--- src/rtl/tseq_pkg.sv ---
package tseq_pkg;

    typedef enum logic [1:0] {
        OP_NONE   = 2'd0,
        OP_CONV   = 2'd1,
        OP_COPY   = 2'd2,
        OP_RECALL = 2'd3
    } op_t;

    typedef struct packed {
        logic conv;
        logic copy;
        logic recall;
    } op_flags_t;

    localparam logic [7:0] CODE_CONVERT = 8'h44;
    localparam logic [7:0] CODE_COPY    = 8'h48;
    localparam logic [7:0] CODE_RECALL  = 8'hB8;

    function automatic op_t classify(input logic [7:0] code);
        case (code)
            CODE_CONVERT: return OP_CONV;
            CODE_COPY:    return OP_COPY;
            CODE_RECALL:  return OP_RECALL;
            default:      return OP_NONE;
        endcase
    endfunction

    // Conversion length in ticks: full 12-bit time halved per dropped bit.
    function automatic int unsigned conv_ticks(input int unsigned full, input logic [1:0] res);
        case (res)
            2'b00:   return full >> 3;
            2'b01:   return full >> 2;
            2'b10:   return full >> 1;
            default: return full;
        endcase
    endfunction

endpackage

--- src/rtl/tseq_decode.sv ---
module tseq_decode
    import tseq_pkg::*;
(
    input  logic [7:0] code,
    output op_t        op
);
    assign op = classify(code);
endmodule

--- src/rtl/tseq_timer.sv ---
module tseq_timer #(
    parameter int CW = 8
) (
    input  logic          clk,
    input  logic          rst,
    input  logic          load,
    input  logic          run,
    input  logic          tick,
    input  logic [CW-1:0] limit,
    output logic          expire
);
    logic [CW-1:0] cnt;

    assign expire = run && tick && (cnt == limit - CW'(1));

    always_ff @(posedge clk) begin
        if (rst || load)
            cnt <= '0;
        else if (run && tick)
            cnt <= expire ? '0 : cnt + CW'(1);
    end

    AST_CNT_BELOW_LIMIT: assert property (@(posedge clk) disable iff (rst)
        run |-> (cnt < limit));

endmodule

--- src/rtl/tseq_ctrl.sv ---
module tseq_ctrl
    import tseq_pkg::*;
#(
    parameter int CW           = 8,
    parameter int CONV_FULL_US = 750000,
    parameter int COPY_US      = 10000,
    parameter int RECALL_US    = 4
) (
    input  logic          clk,
    input  logic          rst,
    input  logic          cmd_valid,
    input  op_t           req_op,
    input  logic [1:0]    res_sel,
    input  logic          expire,
    output op_t           cur_op,
    output logic          start,
    output logic [CW-1:0] limit,
    output op_flags_t     done,
    output logic          reject
);
    logic [CW-1:0] next_len;

    assign start = cmd_valid && (cur_op == OP_NONE) && (req_op != OP_NONE);

    always_comb begin
        case (req_op)
            OP_CONV:   next_len = CW'(conv_ticks(CONV_FULL_US, res_sel));
            OP_COPY:   next_len = CW'(COPY_US);
            OP_RECALL: next_len = CW'(RECALL_US);
            default:   next_len = '0;
        endcase
    end

    always_ff @(posedge clk) begin
        if (rst) begin
            cur_op <= OP_NONE;
            limit  <= '0;
            done   <= '0;
            reject <= 1'b0;
        end else begin
            done   <= '0;
            reject <= 1'b0;
            if (cur_op != OP_NONE) begin
                if (cmd_valid)
                    reject <= 1'b1;
                if (expire) begin
                    cur_op      <= OP_NONE;
                    done.conv   <= (cur_op == OP_CONV);
                    done.copy   <= (cur_op == OP_COPY);
                    done.recall <= (cur_op == OP_RECALL);
                end
            end else if (start) begin
                cur_op <= req_op;
                limit  <= next_len;
            end
        end
    end

    AST_LIMIT_HELD: assert property (@(posedge clk) disable iff (rst)
        (cur_op != OP_NONE) |=> $stable(limit));

    AST_DONE_ONLY_WHEN_RUNNING: assert property (@(posedge clk) disable iff (rst)
        (done != '0) |-> $past(cur_op != OP_NONE));

endmodule

--- src/rtl/thermo_op_sequencer.sv ---
module thermo_op_sequencer
    import tseq_pkg::*;
#(
    parameter int CONV_FULL_US = 750000,
    parameter int COPY_US      = 10000,
    parameter int RECALL_US    = 4
) (
    input  logic       clk,
    input  logic       rst,
    input  logic [7:0] cmd_byte,
    input  logic       cmd_valid,
    input  logic [1:0] res_sel,
    input  logic       us_tick,
    output logic       pullup_en,
    output logic       conv_busy,
    output logic       conv_done,
    output logic       copy_busy,
    output logic       copy_done,
    output logic       recall_busy,
    output logic       recall_done,
    output logic       recall_bit,
    output logic       cmd_reject
);
    localparam int MAX_A = (CONV_FULL_US > COPY_US) ? CONV_FULL_US : COPY_US;
    localparam int MAX_T = (MAX_A > RECALL_US) ? MAX_A : RECALL_US;
    localparam int CW    = $clog2(MAX_T + 1);

    op_t           req_op;
    op_t           cur_op;
    logic          start;
    logic          expire;
    logic [CW-1:0] limit;
    op_flags_t     done;
    logic          busy_any;

    tseq_decode u_dec (
        .code (cmd_byte),
        .op   (req_op)
    );

    tseq_ctrl #(
        .CW           (CW),
        .CONV_FULL_US (CONV_FULL_US),
        .COPY_US      (COPY_US),
        .RECALL_US    (RECALL_US)
    ) u_ctrl (
        .clk       (clk),
        .rst       (rst),
        .cmd_valid (cmd_valid),
        .req_op    (req_op),
        .res_sel   (res_sel),
        .expire    (expire),
        .cur_op    (cur_op),
        .start     (start),
        .limit     (limit),
        .done      (done),
        .reject    (cmd_reject)
    );

    tseq_timer #(
        .CW (CW)
    ) u_tmr (
        .clk    (clk),
        .rst    (rst),
        .load   (start),
        .run    (busy_any),
        .tick   (us_tick),
        .limit  (limit),
        .expire (expire)
    );

    assign busy_any    = (cur_op != OP_NONE);
    assign conv_busy   = (cur_op == OP_CONV);
    assign copy_busy   = (cur_op == OP_COPY);
    assign recall_busy = (cur_op == OP_RECALL);
    assign pullup_en   = conv_busy || copy_busy;
    assign recall_bit  = !recall_busy;
    assign conv_done   = done.conv;
    assign copy_done   = done.copy;
    assign recall_done = done.recall;

    AST_PULLUP_ON_START: assert property (@(posedge clk) disable iff (rst)
        (cmd_valid && !busy_any && (cmd_byte == CODE_CONVERT || cmd_byte == CODE_COPY))
        |=> pullup_en);

    AST_REJECT_WHEN_BUSY: assert property (@(posedge clk) disable iff (rst)
        (cmd_valid && busy_any) |=> cmd_reject);

    AST_NO_REJECT_IDLE: assert property (@(posedge clk) disable iff (rst)
        (cmd_valid && !busy_any) |=> !cmd_reject);

    AST_CONV_DONE_ENDS_BUSY: assert property (@(posedge clk) disable iff (rst)
        conv_done |-> ($past(conv_busy) && !conv_busy));

    AST_RECALL_NO_PULLUP: assert property (@(posedge clk) disable iff (rst)
        recall_busy |-> !pullup_en);

    AST_SINGLE_OP: assert property (@(posedge clk) disable iff (rst)
        $onehot0({conv_busy, copy_busy, recall_busy}));

endmodule

--- config.mk ---
export PLATFORM = sky130hd
export DESIGN_NAME = thermo_op_sequencer
export DESIGN_NICKNAME = d
export VERILOG_FILES = /design/src/rtl/tseq_pkg.sv /design/src/rtl/tseq_decode.sv /design/src/rtl/tseq_timer.sv /design/src/rtl/tseq_ctrl.sv /design/src/rtl/thermo_op_sequencer.sv
export SDC_FILE = /design/constraint.sdc
export NUM_CORES = 1
export LEC_CHECK = 0
export BUFFER_PORTS_ARGS = -buffer_cell sky130_fd_sc_hd__buf_2
export CAP_MARGIN = 10
export CORE_MARGIN = 5
export CORE_UTILIZATION = 42
export DETAILED_ROUTE_END_ITERATION = 6
export GPL_TIMING_DRIVEN = 1
export PLACE_DENSITY = 0.68
export SKIP_CTS_REPAIR_TIMING = 1
export SYNTH_ARGS = -nofsm -noshare
export SYNTH_HDL_FRONTEND = slang
export SYNTH_HIERARCHICAL = 1
export SYNTH_SLANG_ARGS = --single-unit
--- constraint.sdc ---
create_clock -name clk -period 3.9 [get_ports clk]
set_input_delay 0.585 -clock clk [delete_from_list [all_inputs] [get_ports clk]]
set_output_delay 0.585 -clock clk [all_outputs]
set_load 0.05 [all_outputs]
### Word-level counts from Yosys, hierarchy flattened

Cells that the tools add are included.

* flip-flop bits (word level): 46
* input port bits: 14
* output and inout bits: 9
* word-level logic and storage cells: 48

* add/sub/neg operators: 2
* equal/unequal tests: 13
* multiplexer cells: 8
* bitwise operators: 2
* reductions and logical operators: 16

Operators by type and width (number)
* 20-bit one-hot mux with 3 select lines: 2
* 20-bit by 1-bit adder with 20-bit output (second input constant): 1
* 20-bit == test: 1
* 20-bit 2-to-1 mux: 1
* 20-bit by 1-bit subtractor with 20-bit output (second input constant): 1
* 8-bit by 7-bit == test with 1-bit output (second input constant): 2
* 2-bit == test (second input constant): 5
* 8-bit == test (second input constant): 1
* 2-bit by 1-bit == test with 1-bit output (second input constant): 3
* 2-bit 2-to-1 mux: 3
* 2-bit one-hot mux with 3 select lines: 1
* 2-bit nonzero test: 3
* 1-bit logical AND: 4
* 2-bit logical NOT: 2
* 2-bit AND reduction: 2
* 3-bit OR reduction: 1
* 1-bit logical OR: 2
* 2-bit != test (second input constant): 1
* 1-bit NOT: 2
* 2-bit OR reduction: 1
* 1-bit logical NOT: 1
* 1-bit 2-to-1 mux: 1

### Longest topological paths before layout

Gate-level depths: netlist of the first run.

* word-level depth: 6
* mapped depth: 14
* depth with buffers taken out: 12

### Modules after synthesis

The synthesis of the first run kept the hierarchy.

Modules (own cells, without submodules)
* tseq_timer: instances 1, cells an instance 209, area each 1677.9 um2, sequential area each 400.4 um2
* tseq_ctrl: instances 1, cells an instance 104, area each 1011.0 um2, sequential area each 420.4 um2
* thermo_op_sequencer: instances 1, cells an instance 9, area each 77.6 um2, sequential area each 0.0 um2
* tseq_decode: instances 1, cells an instance 6, area each 50.0 um2, sequential area each 0.0 um2

### Worst setup path before layout of the first run

OpenSTA, ideal clock, no wires.

* kind: register to register
* start point: reg u_ctrl.limit[1]
* end point: reg u_tmr.cnt[10]
* arrival time: 2.878 ns
* required time: 3.768 ns
* setup slack: 0.891 ns
* stages on the path, launching flop included: 12
* path buffers: 2
* clock period less this slack: 3.009 ns
* cell sequence: dfxtp_1 > inv_1 > ha_1 > buf_2 > nor4b_4 > nand3_1 > or4_2 > a221oi_2 > nand2_1 > nor4_4 > buf_6 > nor3_1

* cells in the longest elaborated chain, start to end: 4

RTL lines
* start, declared: RTL line tseq_ctrl.sv:17 `output logic [CW-1:0] limit,`
* start signal, assigned: RTL line tseq_ctrl.sv:54 `limit <= next_len;`
* 20-bit by 1-bit subtractor with 20-bit output: RTL line tseq_timer.sv:14 `assign expire = run && tick && (cnt == limit - CW'(1));`
* 20-bit == test: RTL line tseq_timer.sv:14
* 1-bit logical AND: RTL line tseq_timer.sv:14
* 20-bit 2-to-1 mux: RTL line tseq_timer.sv:20 `cnt <= expire ? '0 : cnt + CW'(1);`
* end signal, assigned: RTL line tseq_timer.sv:20
* end, declared: RTL line tseq_timer.sv:12 `logic [CW-1:0] cnt;`

Every way passes these cells.
A chain may end at the register's enable or synchronous reset.

### Worst setup path after layout of the first run

* start point: reg u_ctrl.limit[1]
* end point: reg u_tmr.cnt[4]

Same word-level chain as after synthesis.

==> metrics.txt, run 1 <==
Core ar.=6420 sq um; Area after DPL=2900 sq um; Setup Crit Path Kind=flop to flop; power per cell area=261 nW/um^2; Sequential cell area=821 sq um; average size of a mapped cell=8.59 sq um; H-tree levels=2; Setup WS pre-CTS=0.747 ns; Post-layout nets=367; DR top layer=met4; post-route setup slack=0.708 ns; # IOs=23; die footprint=8440 sq um; Post-Synth Adder-Cell Area=0.0578; initial antenna violation count=0; Yosys top cell area share=0.291; detailed-route DRC error count=0; vias in the first global route=~2,100; Worst VDD drop=~0.00013 V; ys flop type=dfxtp_1; Multi-input gate area=1820 sq um; ant diodes=0; NetSw=180 uW; Synth Area in Simple Gates=0.304; synth unique cells=64; Post-DP HPWL=4.46 mm; Slew Limit Fails=0; CTS tree=built; Syn Nets=between 300 and 400; worst clock skew=about 0.0085 ns; Post-synth ARST share=0; crit path launch type=flop; Detail Route Antenna Nets=0; Reg power frac=0.535; count of buffers from port buffering=22; first-pass GRT wire length=roughly 10 mm; headroom to the max-slew limit=0.572; Tightest Hold Check Type=flop to flop; combinational family with the most area after synthesis=simple AND/OR/NAND/NOR gates; Syn. warnings=6; width of the die=between 90 and 100 microns; wl on met1=2.80 mm; final setup TNS=0 ns; Num CTS Buffers=5; mux contribution to synthesized area=0.0369; Synth-to-Final Area Change=6.71%; layout cells sized above 1=0.150; Cell Int Power=between 600 and 700 uW; Comb power frac=0.082; Via Count=2,340; WL final=5.87 mm; Design Area, Final=approximately 3000 sq um; Cell Rows=29; overall routing resource usage=0.145; Clk pin slew, worst setup/hold paths=0.08 ns; FILL cells=614; Routed met3 length=262 microns; most frequent cell after synthesis=dfxtp_1; Yosys top cell by area=dfxtp_1; RSZ-0062 raised after global routing=no; XOR/XNOR Fraction of Synth Area=0.140; CTS Root Cell=clkbuf_8; worst skew pair latency=0.29 ns; total global routing overflow=0; largest net degree at the start of global routing=19; DRT Pass-1 Iters=4; Sw Ratio=0.229; clk buf depth=2; Post-Syn Area=2820 sq um; worst-margin pin slew=roughly 0.64 ns; maximum clock rate=about 310 MHz; Starting Density=0.439; wire length on met2=approximately 2.7 mm; Leak=0.00121 uW; Placer Congestion=around 0.93; WP data required=4.06 ns; Post-Synthesis Cells=328; outcome=finished, final reports clean; top cells by count, synth=dfxtp_1 (41), nand2_1 (32), nor3_1 (27), xor2_1 (27); MaxCap Viol Count=0; mean routed wirelength per cell=~14 microns; number of flops mapped to enable cells by yosys=0; compound-gate portion of the synthesized area=0.107; clock power share=0.383; Tcrit/Tclk final=0.818; Worst Path Arrival=3.35 ns; drt first-iter violations=approximately 140; minimum clock period=3.19 ns; Worst setup EP type=flop; worst-path fanout max=18; final hold vios=0; Vert. Die Dim=approximately 92 microns; Final Power=784 uW; Util after Layout=0.468; #FFs+latches synth=41; proportion of synthesized chip area in sequential cells=0.291; largest cells by area after synthesis=dfxtp_1 (29%), xor2_1 (8.4%), ha_1 (5.8%), xnor2_1 (5.6%), nor3_1 (4.8%); clock sinks=41; Setup-failing EPs final=0; via/cell ratio=5.60
[metal layers]
layer,track usage,vias to the layer above
met5,0,-
met4,0.0433,0
met3,0.0262,12
met2,0.235,63
met1,0.198,1080
li1,-,1185
[flip-flops by register name, summed over array words and instances, names as in the netlist]
register,flops
u_ctrl/cur_op,2
u_ctrl/done,3
u_ctrl/limit,15
u_ctrl/reject,1
u_tmr/cnt,20
[per-stage QoR]
step,cells,hold slack (ns)
finish,418,0.493
global route,418,0.512
CTS,418,0.495
detailed placement,410,0.478
global placement,410,0.462
floorplan,328,0.446
[power by group through the flow]
stage          Clock, uW  Sequential, uW  Combinational (uW)
2_1_floorplan          0             429                47.6
3_3_place_gp           0             430                63.2
3_5_place_dp           0             430                63.6
4_1_cts              311             420                64.0
5_1_grt              327             420                72.7
6_report             300             420                64.3
[cell type report]
type                            count  share of cell area
Tap cell                           77              0.0321
Multi-Input combinational cell    256               0.606
Inverter                           13              0.0162
Clock buffer                        7              0.0321
Sequential cell                    41               0.273
Timing Repair Buffer               23              0.0391
Clock inverter                      1             0.00167
[worst paths after layout]
check                   startpoint               end  slack (ns)  cells after the start
hold reg to reg   u_ctrl/limit[19]  u_ctrl/limit[19]        0.49                      2
hold / removal    u_ctrl/limit[19]  u_ctrl/limit[19]        0.49                      2
setup / recovery   u_ctrl/limit[1]      u_tmr/cnt[4]        0.71                     10
setup reg to reg   u_ctrl/limit[1]      u_tmr/cnt[4]        0.71                     10
[kinds of logic (layout without fill, tap and decap cells)]
family,count (synthesis),count (layout)
and+or+nand+nor,146,146
AOI/OAI and AO/OA,41,41
xor gates and xnor gates,45,45
other,1,1
DFF,41,41
muxes,10,10
adders and majority gates,13,13
buffers and inverters,31,44
[critical path, stage by stage (launching register included)]
cell      delay [ns]
dfxtp_1         0.35
inv_1           0.06
ha_1            0.31
nor4b_4         0.42
nand3_1         0.22
or4_2           0.66
a221oi_2        0.32
nand2_1         0.13
nor4_4          0.25
buf_4           0.26
nor3_1          0.08
[cell usage in the layout (no fill, tap or decap), types with 3 or more instances in the layout]
master    instances
or4b_1            3
nand2_1          32
xnor2_1          18
a21oi_1           6
inv_1            13
o21ai_0          10
nor2_1           18
and3_1            7
buf_2            22
o31ai_1           3
mux2_2            3
ha_1             13
o32ai_1           3
dfxtp_1          41
nor4_1            4
a211oi_1          4
nor2b_1           5
mux2i_1           7
nand4b_1          3
xor2_1           27
nor3_1           27
clkbuf_8          7
nand3_1          15
nand4_1           6
(Power assumes the default switching activity.)
==> inputs of run 2 (changes only) <==
clock period = 3 ns   (was 3.9 ns; I/O delays follow)
==> run 2 against run 1 <==
Sequential share of layout area decreased by 1.4 points; largest cell class unchanged; final cell count grew 4.3%; die area stayed put; combinational power grew 40%; utilization rose by 2.6 points; wire length grew 5.4%; first-iteration DRC count shrank 20%; worst hold slack worse by 0.077 ns; sequential power is 30% higher; flip-flop and latch count unchanged.
==> metrics.txt, run 2 (synthesized netlist as in run 1, its figures left out) <==
Cell Rows=29; H-tree levels=2; Setup WS pre-CTS=between 0.07 and 0.08 ns; worst clock skew=0.00807 ns; Num CTS Buffers=5; Clk pin slew, worst setup/hold paths=around 0.080 ns; CTS tree=built; Leak=0.00131 uW; vias in the first global route=2,369; Setup-failing EPs final=0; worst path bufs/invs=1; power per cell area=346 nW/um^2; worst-path fanout max=8; worst skew pair latency=0.30 ns; Detail Route Antenna Nets=0; family with the most delay on the worst path=simple AND/OR/NAND/NOR gates; Top Registers=u_tmr/cnt: 20 flops, u_ctrl/limit: 15 flops, u_ctrl/done: 3 flops; Synth-to-Final Area Change=12.7%; via/cell ratio=approximately 5.5; clock sinks=41; clk buf depth=2; CTS Root Cell=clkbuf_8; outcome=finished, final reports clean; WL final=6.19 mm; Core ar.=~6400 sq um; critical path's slowest cell=or4_4; Post-DP HPWL=4.73 mm; mean routed wirelength per cell=14.2 microns; layout cells sized above 1=0.192; Reg with most FFs=u_tmr/cnt; initial antenna violation count=0; CP max stage delay=0.61 ns; Tightest Hold Check Type=input port to flop; DRT Pass-1 Iters=4; drt first-iter violations=113; final hold vios=0; Vert. Die Dim=slightly above 90 microns; crit path launch type=flop; Non-Filler Instances=436; placed insts=427; die footprint=between 8000 and 9000 sq um; Placer Congestion=0.927; Tcrit/Tclk final=0.951; overall routing resource usage=0.156; Via Count=2,383; final setup TNS=0 ns; Setup Crit Path Kind=flop to flop; maximum clock rate=350 MHz; commonest cells after routing, fill and taps aside=dfxtp_1 (41), nand2_1 (32), xor2_1 (27); worst-path cell chain=or4_4 -> or3_4 -> nor3_1 -> xor2_1 -> a211oi_1 -> nand4b_1 -> inv_1 -> nand2b_1 -> a21oi_1; width of the die=~92 microns; post-route setup slack=0.146 ns; Worst VDD drop=0.000171 V; headroom to the max-slew limit=0.655; # IOs=23; MaxCap Viol Count=0; minimum clock period=around 2.9 ns; WP data required=3.23 ns; Starting Density=0.439; Worst setup EP type=flop; ant diodes=0; Post-layout nets=385; Largest register FFs=20; largest net degree at the start of global routing=19; Worst Path Arrival=3.08 ns; detailed-route DRC error count=0; total global routing overflow=0; Slew Limit Fails=0; most common library cell in the layout ignoring fill and taps=dfxtp_1; RSZ-0062 raised after global routing=no; count of buffers from port buffering=22; Util after Layout=0.494; first-pass GRT wire length=10.9 mm; worst-margin pin slew=0.514 ns
[run 2: metrics by stage]
step	total power [uW]	cell area (sq um)	hold slack [ns]
floorplan	620	2820	0.446
global placement	645	3040	0.459
detailed placement	646	3040	0.462
CTS	1110	3160	0.408
global route	1150	3170	0.419
finish	1100	3170	0.417
[run 2: worst register-to-register path, delay by kind of cell (launching register included)]
family	cells	cell delay, ns
xor+xnor	1	0.10
compound gates	2	0.59
buf+inv	1	0.12
flops	1	0.41
simple gates	5	1.57
[run 2: path summary, 6_finish.rpt]
| kind | slack (ns) | end | from | cells past startpoint |
|---|---|---|---|---|
| max | 0.15 | u_ctrl/cur_op[0] | u_ctrl/limit[11] | 9 |
| min | 0.42 | u_ctrl/reject | cmd_valid | 2 |
| max reg2reg | 0.15 | u_ctrl/cur_op[0] | u_ctrl/limit[11] | 9 |
| min reg2reg | 0.47 | u_ctrl/limit[19] | u_ctrl/limit[19] | 2 |
[run 2: layout make-up]
cell class                 instances  area [sq um]
tap                               77          96.3
multi-input combinational        256          1830
fill                             612          3250
timing repair buffer              41           265
clock buffer                       7          86.3
inverter                          13          48.8
clock inverter                     1          30.0
sequential                        41           821
[run 2: where the power goes]
| group | switching (uW) | leakage [uW] | internal (uW) |
|---|---|---|---|
| combinational | 52.6 | 0.000923 | 37.3 |
| sequential | 0.776 | 0.000330 | 544 |
| clock | 192 | 0.0000585 | 271 |
| total | 246 | 0.00131 | 853 |
[run 2: per-layer routing]
metal / GRT usage / part of all wire / up-vias
li1: - / - / 1219
met1: 0.203 / 0.49 / 1106
met2: 0.258 / 0.45 / 50
met3: 0.0368 / 0.047 / 8
met4: 0.0458 / 0.011 / 0
met5: 0 / 0 / -
==> inputs of run 3 (changes only) <==
clock period = 2.8 ns   (was 3 ns; I/O delays follow)
==> run 3 against run 2 <==
Maximum frequency up 7.5%; combinational power up 13%; final cell count up 0.46%.
==> metrics.txt, run 3 (synthesized netlist as in run 1, its figures left out) <==
outcome=finished, final reports clean; mean routed wirelength per cell=about 14 microns; Worst VDD drop=0.000217 V; H-tree levels=2; Slew Limit Fails=0; Vert. Die Dim=91.9 microns; Num CTS Buffers=5; die footprint=8440 sq um; Reg with most FFs=u_tmr/cnt; count of buffers from port buffering=22; Worst setup EP type=flop; Largest register FFs=20; Via Count=2,400; Cell Rows=29; Leak=0.00132 uW; worst clock skew=a little over 0.006 ns; Setup WS pre-CTS=roughly 0.082 ns; width of the die=91.9 microns; Detail Route Antenna Nets=0; DRT Pass-1 Iters=4; layout cells sized above 1=0.202; minimum clock period=~2.7 ns; clk buf depth=2; commonest cells after routing, fill and taps aside=dfxtp_1 (40), nand2_1 (32), nor3_1 (27), xor2_1 (27), buf_2 (22); maximum clock rate=377 MHz; # IOs=23; Starting Density=0.439; CTS tree=built; Tcrit/Tclk final=0.948; final setup TNS=0 ns; Tightest Hold Check Type=input port to flop; Setup-failing EPs final=0; final hold vios=0; worst-margin pin slew=0.542 ns; Post-DP HPWL=4.84 mm; most common library cell in the layout ignoring fill and taps=dfxtp_1; via/cell ratio=5.48; vias in the first global route=2,300; worst-path fanout max=6; total global routing overflow=0; crit path launch type=flop; headroom to the max-slew limit=0.629; CTS Root Cell=clkbuf_8; MaxCap Viol Count=0; RSZ-0062 raised after global routing=no; Placer Congestion=0.878; clock sinks=41; largest net degree at the start of global routing=19; Post-layout nets=387; first-pass GRT wire length=10.6 mm; WP data required=around 3 ns; initial antenna violation count=0; overall routing resource usage=0.153; drt first-iter violations=177; ant diodes=0; worst skew pair latency=a little under 0.3 ns; WL final=6.22 mm; post-route setup slack=about 0.14 ns; FILL cells=630; Worst Path Arrival=2.86 ns; power per cell area=333 nW/um^2; Setup Crit Path Kind=flop to flop; Top Registers=u_tmr/cnt: 20 flops, u_ctrl/limit: 15 flops, u_ctrl/done: 3 flops; detailed-route DRC error count=0; Synth-to-Final Area Change=12.8%; Clk pin slew, worst setup/hold paths=about 0.08 ns; Core ar.=6420 sq um
## run 3: metrics by stage
stage	utilization	cells	instance area, sq um	hold WS [ns]	power, uW
3_5_place_dp	0.477	429	3060	0.484	694
2_1_floorplan	-	328	2820	0.446	665
3_3_place_gp	0.477	429	3060	0.483	693
6_report	0.495	438	3180	0.394	1060
4_1_cts	0.490	437	3140	0.387	1060
5_1_grt	0.495	438	3180	0.398	1100
## run 3: worst max-delay path, stage by stage, from the launching register on
cell and delay, ns:
dfxtp_2 0.35, or4_4 0.55, or3_4 0.36, or3_4 0.40, a221oi_4 0.27, nand4b_1 0.23, inv_2 0.16, nor4bb_1 0.25
## run 3: where the power goes
part,total (uW),switching (uW),internal [uW]
Sequential,584,0.708,583
Combinational,102,59.1,42.9
Clock,372,194,177
## run 3: path summary, 6_finish.rpt
check,startpoint,to,slack (ns),cells past startpoint
max reg2reg,u_ctrl/limit[12],u_ctrl/done[1],0.14,7
max,u_ctrl/limit[12],u_ctrl/done[1],0.14,7
min,cmd_valid,u_ctrl/reject,0.39,2
min reg2reg,u_ctrl/limit[19],u_ctrl/limit[19],0.50,2
## run 3: layout make-up
type | instances | area (sq um) | share of cell area
multi-input cells | 256 | 1850 | 0.582
flip-flops and latches | 41 | 822 | 0.259
repair buffers | 43 | 280 | 0.0882
well taps | 77 | 96.3 | 0.0303
clock buffers | 8 | 80.1 | 0.0252
inverters | 13 | 48.8 | 0.0154
## run 3: routing by layer
layer,routed length (microns),GRT usage,up-vias
met2,2890,0.254,44
met1,3090,0.204,1119
met5,0,0,-
li1,-,-,1228
met4,68,0.0384,0
met3,179,0.0286,9
